## config.mk

```make
export PLATFORM = sky130hd
export DESIGN_NAME = mute_ramp_gain
export DESIGN_NICKNAME = d
export VERILOG_FILES = /design/src/rtl/smr_pkg.sv /design/src/rtl/smr_gain_latch.sv /design/src/rtl/smr_ramp_ctrl.sv /design/src/rtl/smr_chan_scale.sv /design/src/rtl/mute_ramp_gain.sv
export SDC_FILE = /design/constraint.sdc
export NUM_CORES = 2
export LEC_CHECK = 0
export BUFFER_PORTS_ARGS = -buffer_cell sky130_fd_sc_hd__buf_2
export CAP_MARGIN = 40
export CORE_ASPECT_RATIO = 0.8
export CORE_MARGIN = 2
export CORE_UTILIZATION = 48
export CTS_CLUSTER_DIAMETER = 50
export DETAILED_ROUTE_END_ITERATION = 6
export MAX_ROUTING_LAYER = met4
export PLACE_DENSITY = 0.66
export SLEW_MARGIN = 40
export SYNTH_ARGS = -nofsm -noshare
export SYNTH_HDL_FRONTEND = slang
export SYNTH_SLANG_ARGS = --single-unit
```

## constraint.sdc

```tcl
create_clock -name clk -period 9.36 [get_ports clk]
set_input_delay 0.468 -clock clk [delete_from_list [all_inputs] [get_ports clk]]
set_output_delay 0.468 -clock clk [all_outputs]
set_load 0.03 [all_outputs]
```

## src/rtl/smr_pkg.sv

```systemverilog
package smr_pkg;

    typedef enum logic [1:0] {
        RATE_SINGLE = 2'd0,
        RATE_DOUBLE = 2'd1,
        RATE_QUAD   = 2'd2,
        RATE_QUAD_X = 2'd3
    } rate_cls_e;

    typedef enum logic [1:0] {
        GAIN_X1 = 2'd0,
        GAIN_X2 = 2'd1,
        GAIN_X4 = 2'd2,
        GAIN_X8 = 2'd3
    } gain_code_e;

    // extra log2 frames per step above the base pace, per rate class
    function automatic int unsigned pace_shift(input logic [1:0] cls);
        case (rate_cls_e'(cls))
            RATE_SINGLE: return 0;
            RATE_DOUBLE: return 1;
            default:     return 2;
        endcase
    endfunction

endpackage

```

## src/rtl/smr_gain_latch.sv

```systemverilog
module smr_gain_latch (
    input  logic       clk,
    input  logic       rst_n,
    input  logic [1:0] gain_pins,
    output logic [1:0] gain_o,
    output logic       armed_o
);
    import smr_pkg::*;

    typedef struct packed {
        logic       armed;
        gain_code_e lvl;
    } gl_state_t;

    gl_state_t st_d, st_q;

    always_comb begin
        st_d = st_q;
        if (!st_q.armed) begin
            st_d.lvl   = gain_code_e'(gain_pins);
            st_d.armed = 1'b1;
        end
    end

    always_ff @(posedge clk or negedge rst_n) begin
        if (!rst_n) begin
            st_q <= '{armed: 1'b0, lvl: GAIN_X1};
        end else begin
            st_q <= st_d;
        end
    end

    assign gain_o  = st_q.lvl;
    assign armed_o = st_q.armed;

endmodule

```

## src/rtl/smr_ramp_ctrl.sv

```systemverilog
module smr_ramp_ctrl #(
    parameter int RAMP_LOG2      = 10,
    parameter int PACE_BASE_LOG2 = 2
) (
    input  logic                 clk,
    input  logic                 rst_n,
    input  logic                 mute_n,
    input  logic                 frame_stb,
    input  logic [1:0]           rate_cls,
    output logic [RAMP_LOG2:0]   idx_o,
    output logic                 busy_o
);
    import smr_pkg::*;

    localparam int IDX_W      = RAMP_LOG2 + 1;
    localparam int CNT_W      = PACE_BASE_LOG2 + 2;
    localparam int RAMP_STEPS = 1 << RAMP_LOG2;

    typedef struct packed {
        logic [IDX_W-1:0] idx;
        logic [CNT_W-1:0] cnt;
    } rc_state_t;

    rc_state_t        st_d, st_q;
    logic [IDX_W-1:0] target;
    logic [CNT_W-1:0] last_cnt;
    logic             moving;

    always_comb begin
        target   = mute_n ? IDX_W'(RAMP_STEPS) : '0;
        last_cnt = CNT_W'((1 << (PACE_BASE_LOG2 + pace_shift(rate_cls))) - 1);
        moving   = (st_q.idx != target);
        st_d     = st_q;
        if (!moving) begin
            st_d.cnt = '0;
        end else if (frame_stb) begin
            if (st_q.cnt >= last_cnt) begin
                st_d.cnt = '0;
                if (target > st_q.idx) begin
                    st_d.idx = st_q.idx + 1'b1;
                end else begin
                    st_d.idx = st_q.idx - 1'b1;
                end
            end else begin
                st_d.cnt = st_q.cnt + 1'b1;
            end
        end
    end

    always_ff @(posedge clk or negedge rst_n) begin
        if (!rst_n) begin
            st_q <= '0;
        end else begin
            st_q <= st_d;
        end
    end

    assign idx_o  = st_q.idx;
    assign busy_o = moving;

endmodule

```

## src/rtl/smr_chan_scale.sv

```systemverilog
module smr_chan_scale #(
    parameter int DW             = 24,
    parameter int RAMP_LOG2      = 10,
    parameter int GAIN_MAX_SHIFT = 3
) (
    input  logic                clk,
    input  logic                rst_n,
    input  logic [DW-1:0]       smp_i,
    input  logic [1:0]          gain_i,
    input  logic [RAMP_LOG2:0]  idx_i,
    output logic [DW-1:0]       smp_o
);
    localparam int EW = DW + GAIN_MAX_SHIFT;
    localparam int PW = DW + RAMP_LOG2 + 1;

    localparam logic signed [EW-1:0] HI_LIM = {{(GAIN_MAX_SHIFT + 1){1'b0}}, {(DW - 1){1'b1}}};
    localparam logic signed [EW-1:0] LO_LIM = {{(GAIN_MAX_SHIFT + 1){1'b1}}, {(DW - 1){1'b0}}};

    logic signed [EW-1:0] ext;
    logic signed [EW-1:0] shl;
    logic signed [DW-1:0] clip;
    logic signed [PW-1:0] prod;
    logic        [DW-1:0] out_d, out_q;

    always_comb begin
        ext = {{GAIN_MAX_SHIFT{smp_i[DW-1]}}, smp_i};
        shl = ext <<< gain_i;
        if (shl > HI_LIM) begin
            clip = {1'b0, {(DW - 1){1'b1}}};
        end else if (shl < LO_LIM) begin
            clip = {1'b1, {(DW - 1){1'b0}}};
        end else begin
            clip = shl[DW-1:0];
        end
        prod  = clip * $signed({1'b0, idx_i});
        out_d = DW'(prod >>> RAMP_LOG2);
    end

    always_ff @(posedge clk or negedge rst_n) begin
        if (!rst_n) begin
            out_q <= '0;
        end else begin
            out_q <= out_d;
        end
    end

    assign smp_o = out_q;

endmodule

```

## src/rtl/mute_ramp_gain.sv

```systemverilog
module mute_ramp_gain #(
    parameter int DW             = 24,
    parameter int NCH            = 3,
    parameter int RAMP_LOG2      = 10,
    parameter int PACE_BASE_LOG2 = 2
) (
    input  logic              clk,
    input  logic              rst_n,
    input  logic [1:0]        gain_pins,
    input  logic              mute_n,
    input  logic              frame_stb,
    input  logic [1:0]        rate_cls,
    input  logic [NCH*DW-1:0] pcm_in,
    output logic [NCH*DW-1:0] pcm_out,
    output logic              ramp_busy
);
    localparam int IDX_W = RAMP_LOG2 + 1;

    logic [1:0]       gain_lvl;
    logic             gain_armed;
    logic [IDX_W-1:0] ramp_idx;

    smr_gain_latch u_gain (
        .clk       (clk),
        .rst_n     (rst_n),
        .gain_pins (gain_pins),
        .gain_o    (gain_lvl),
        .armed_o   (gain_armed)
    );

    smr_ramp_ctrl #(
        .RAMP_LOG2      (RAMP_LOG2),
        .PACE_BASE_LOG2 (PACE_BASE_LOG2)
    ) u_ramp (
        .clk       (clk),
        .rst_n     (rst_n),
        .mute_n    (mute_n),
        .frame_stb (frame_stb),
        .rate_cls  (rate_cls),
        .idx_o     (ramp_idx),
        .busy_o    (ramp_busy)
    );

    for (genvar ch = 0; ch < NCH; ch++) begin : g_ch
        smr_chan_scale #(
            .DW        (DW),
            .RAMP_LOG2 (RAMP_LOG2)
        ) u_scale (
            .clk    (clk),
            .rst_n  (rst_n),
            .smp_i  (pcm_in[ch*DW +: DW]),
            .gain_i (gain_lvl),
            .idx_i  (ramp_idx),
            .smp_o  (pcm_out[ch*DW +: DW])
        );
    end

endmodule

```

==> impl_metrics.env <==
export IMPL_core_sq_um=62900
export IMPL_avgSynthCellArea_sq_um=8.74
export IMPL_synth_area_mux_share_pct=2.77
export IMPL_synth_top_family_by_area="adder cells"
export IMPL_ys_types=70
export IMPL_clk_latency_ns=0.40
export IMPL_synth_compound_area_share_pct=6.20
export IMPL_synth_edf_count=0
export IMPL_place_area_sq_um=32400
export IMPL_die_x_um=286
export IMPL_yosys_area_share_simple_pct=15.1
export IMPL_finalHoldViolCount=0
export IMPL_crit_path_max_fanout=58
export IMPL_grt_remaining_overflow=0
export IMPL_post_route_cell_area_sq_um=32800
export IMPL_clockRootBuffer="clkbuf_16"
export IMPL_critical_path_class="reg -> reg"
export IMPL_grt_pass1_vias=23900
export IMPL_drtPass1Iterations=6
export IMPL_slew_viol_final=0
export IMPL_syn_cell_area_sq_um=30600
export IMPL_grt_usage_pct=25.1
export IMPL_drtIter0Drc=1480
export IMPL_path_clk_slew_ns=0.08
export IMPL_critPathLaunchType="flop"
export IMPL_nets=4523
export IMPL_clock_skew_ns=0.0122
export IMPL_rsz0062_at_grt="false"
export IMPL_grt_max_degree=68
export IMPL_drive_gt1_share_pct=9.31
export IMPL_min_period_ns=7.85
export IMPL_yosys_area_top_type="fa_1"
export IMPL_cp_required_ns=9.69
export IMPL_ys_ff_latch=90
export IMPL_die_h_um=230
export IMPL_fmax_mhz=127
export IMPL_avgRoutedWirePerCell_um=17.0
export IMPL_htree_levels=3
export IMPL_yosys_top_cells_area="fa_1, inv_1, ha_1, nand2_1, dfrtp_1"
export IMPL_drcViolationCount=0
export IMPL_cap_violations=0
export IMPL_postCtsHoldBufs=0
export IMPL_vias=22700
export IMPL_synth_seq_area_share_pct=7.36
export IMPL_timing_final_crit_share_pct=83.9
export IMPL_synthArstFlopShare_pct=100
export IMPL_synth_xor_area_share_pct=3.03
export IMPL_synthFlopType="dfrtp_1"
export IMPL_fillCellCount=6023
export IMPL_max_slew_margin_pct=44.6
export IMPL_tritoncts="done"
export IMPL_fin_setup_tns_ns=0
export IMPL_cts_resized=0
export IMPL_cp_arrival_ns=8.18
export IMPL_grt_pass1_wl_mm=126
export IMPL_yosysWarnings=0
export IMPL_fin_ws_ns=1.51
export IMPL_dp_hpwl_mm=59.3
export IMPL_cts_num_sinks=90
export IMPL_dpl_worst_slack_ns=1.38
export IMPL_status="complete, no violations"
export IMPL_die_area_sq_um=65800
export IMPL_tightest_slew_ns=0.830
export IMPL_io_buffer_count=152
export IMPL_cts_buffers=9
export IMPL_setup_violations=0
export IMPL_std_cell_rows=82
export IMPL_synth_top_area_share_pct=44.0
export IMPL_via_per_inst=5.14
export IMPL_syn_num_nets=4477
export IMPL_ant_nets=0
export IMPL_synthCells=3503
export IMPL_hp_class="in -> async"
export IMPL_initial_core_util_pct=48.7
export IMPL_clock_path_buffers=2
export IMPL_yosys_area_share_adder_pct=53.0
export IMPL_drt_total_wl_mm=75.1
export IMPL_endpoint_kind="flop"
export IMPL_gp_congestion=0.882
export IMPL_post_cts_buffers=0
export IMPL_io_pin_count=153
export IMPL_areaGrowthSynthToFinish_pct=7.20
export IMPL_antenna_found_initial=17
[layout by cell type, fill, tap and decap left out, types with 6 or more instances in the layout]
cell / n
inv_1: 823
fa_1: 673
nand2_1: 616
and2_1: 237
ha_1: 221
buf_2: 151
a21oi_1: 113
dfrtp_1: 78
nor2_1: 76
xnor2_1: 73
o21ai_0: 71
buf_4: 69
mux2i_1: 33
a21o_1: 33
xor2_1: 33
mux2_2: 30
diode_2: 16
nor3_1: 16
nand3_1: 13
o21a_1: 12
o21ai_2: 12
a211oi_1: 11
nor2b_1: 11
clkbuf_16: 9
mux4_2: 8
nand4_1: 7
and3_1: 7
dfrtp_4: 7
nand2b_1: 6
or2_2: 6
[layout make-up]
type,instances,area (sq um),share of cell area [%]
diodes,16,40.0,0.122
well taps,840,1050,3.20
inverters,824,3090,9.43
flip-flops and latches,90,2280,6.96
clock inverters,7,149,0.454
repair buffers,225,1370,4.16
multi-input cells,2399,24600,75.0
clock buffers,9,225,0.686
[final timing paths]
path                                       start                         to  slack [ns]  depth (start not counted)
worst max-delay path            u_gain.gain_o[1]  g_ch[2].u_scale.smp_o[23]        1.51                         26
worst max register to register  u_gain.gain_o[1]  g_ch[2].u_scale.smp_o[23]        1.51                         26
worst min-delay path                       rst_n            u_ramp.idx_o[2]        0.09                          1
worst min register to register    u_gain.armed_o           u_gain.gain_o[1]        0.55                          1
max in group asynchronous                  rst_n  g_ch[2].u_scale.smp_o[16]        8.31                          2
min in group clk                    gain_pins[1]           u_gain.gain_o[1]        0.30                          2
[cell usage after synthesis (all sizes together) (2+ instances only)]
| master | number |
|---|---|
| mux2i | 33 |
| nand2b | 8 |
| xor2 | 33 |
| a21boi | 3 |
| and2 | 237 |
| a31oi | 5 |
| nand3 | 13 |
| a311oi | 2 |
| a221oi | 4 |
| nand2 | 616 |
| a2bb2oi | 2 |
| and3 | 7 |
| ha | 221 |
| buf | 14 |
| o21ai | 85 |
| or2 | 6 |
| a21o | 33 |
| nor4 | 3 |
| nor3b | 3 |
| mux4 | 8 |
| fa | 673 |
| a21oi | 118 |
| inv | 824 |
| nor2b | 11 |
| nor2 | 78 |
| mux2 | 30 |
| o21bai | 4 |
| o211ai | 3 |
| a211oi | 14 |
| o21a | 13 |
| dfrtp | 90 |
| nand4 | 7 |
| o31ai | 6 |
| xnor2 | 73 |
| o22ai | 2 |
| o2111ai | 5 |
| or3 | 4 |
| nor3 | 16 |
| a31o | 3 |
| clkbuf | 176 |
[registers in the layout, summed over array words and instances (netlist names)]
signal              flops
g_ch.u_scale.smp_o     72
u_ramp.idx_o           11
u_ramp.st_q             4
u_gain.gain_o           2
u_gain.armed_o          1
[logic make-up after synthesis]
kind of cell / after synthesis
AO/OA/AOI/OAI: 312
XOR/XNOR: 106
adder cells (fa/ha/maj): 894
buffers and inverters: 1014
flip-flops: 90
multiplexers: 71
other: 1
AND/OR/NAND/NOR: 1015
[metal layers]
layer	up-vias	GRT usage (%)	share of wire, %
met3	67	4.80	7.8
met2	662	37.6	45
met5	-	-	0
li1	10400	-	-
met4	0	6.45	1.8
met1	11500	35.2	45
[metrics by stage]
stage	hold slack, ns	utilization, %	instances
floorplan	0.172	-	3503
global placement	0.528	51.3	4375
detailed placement	0.519	51.4	4377
CTS	0.0976	52.0	4393
global route	0.140	52.2	4408
finish	0.0913	52.2	4410
[critical path, stage by stage, from the launching register on]
cell	delay (ns)
dfrtp_4	0.95
buf_4	0.46
a21oi_1	0.11
nor2b_1	0.38
buf_4	0.31
o21ai_0	0.15
buf_4	0.22
and2_1	0.18
fa_1	0.53
inv_1	0.05
fa_1	0.53
inv_1	0.05
fa_1	0.46
fa_1	0.49
inv_1	0.05
fa_1	0.47
inv_1	0.04
ha_1	0.32
o21ai_0	0.10
o21ai_0	0.18
o21ai_0	0.15
o21ai_0	0.28
nor2_2	0.17
o31ai_4	0.39
a31oi_1	0.17
o41ai_2	0.39
xnor2_1	0.15
Power is not shown: default switching activity piles up to over one toggle a cycle in this logic, so the estimate is an artifact.
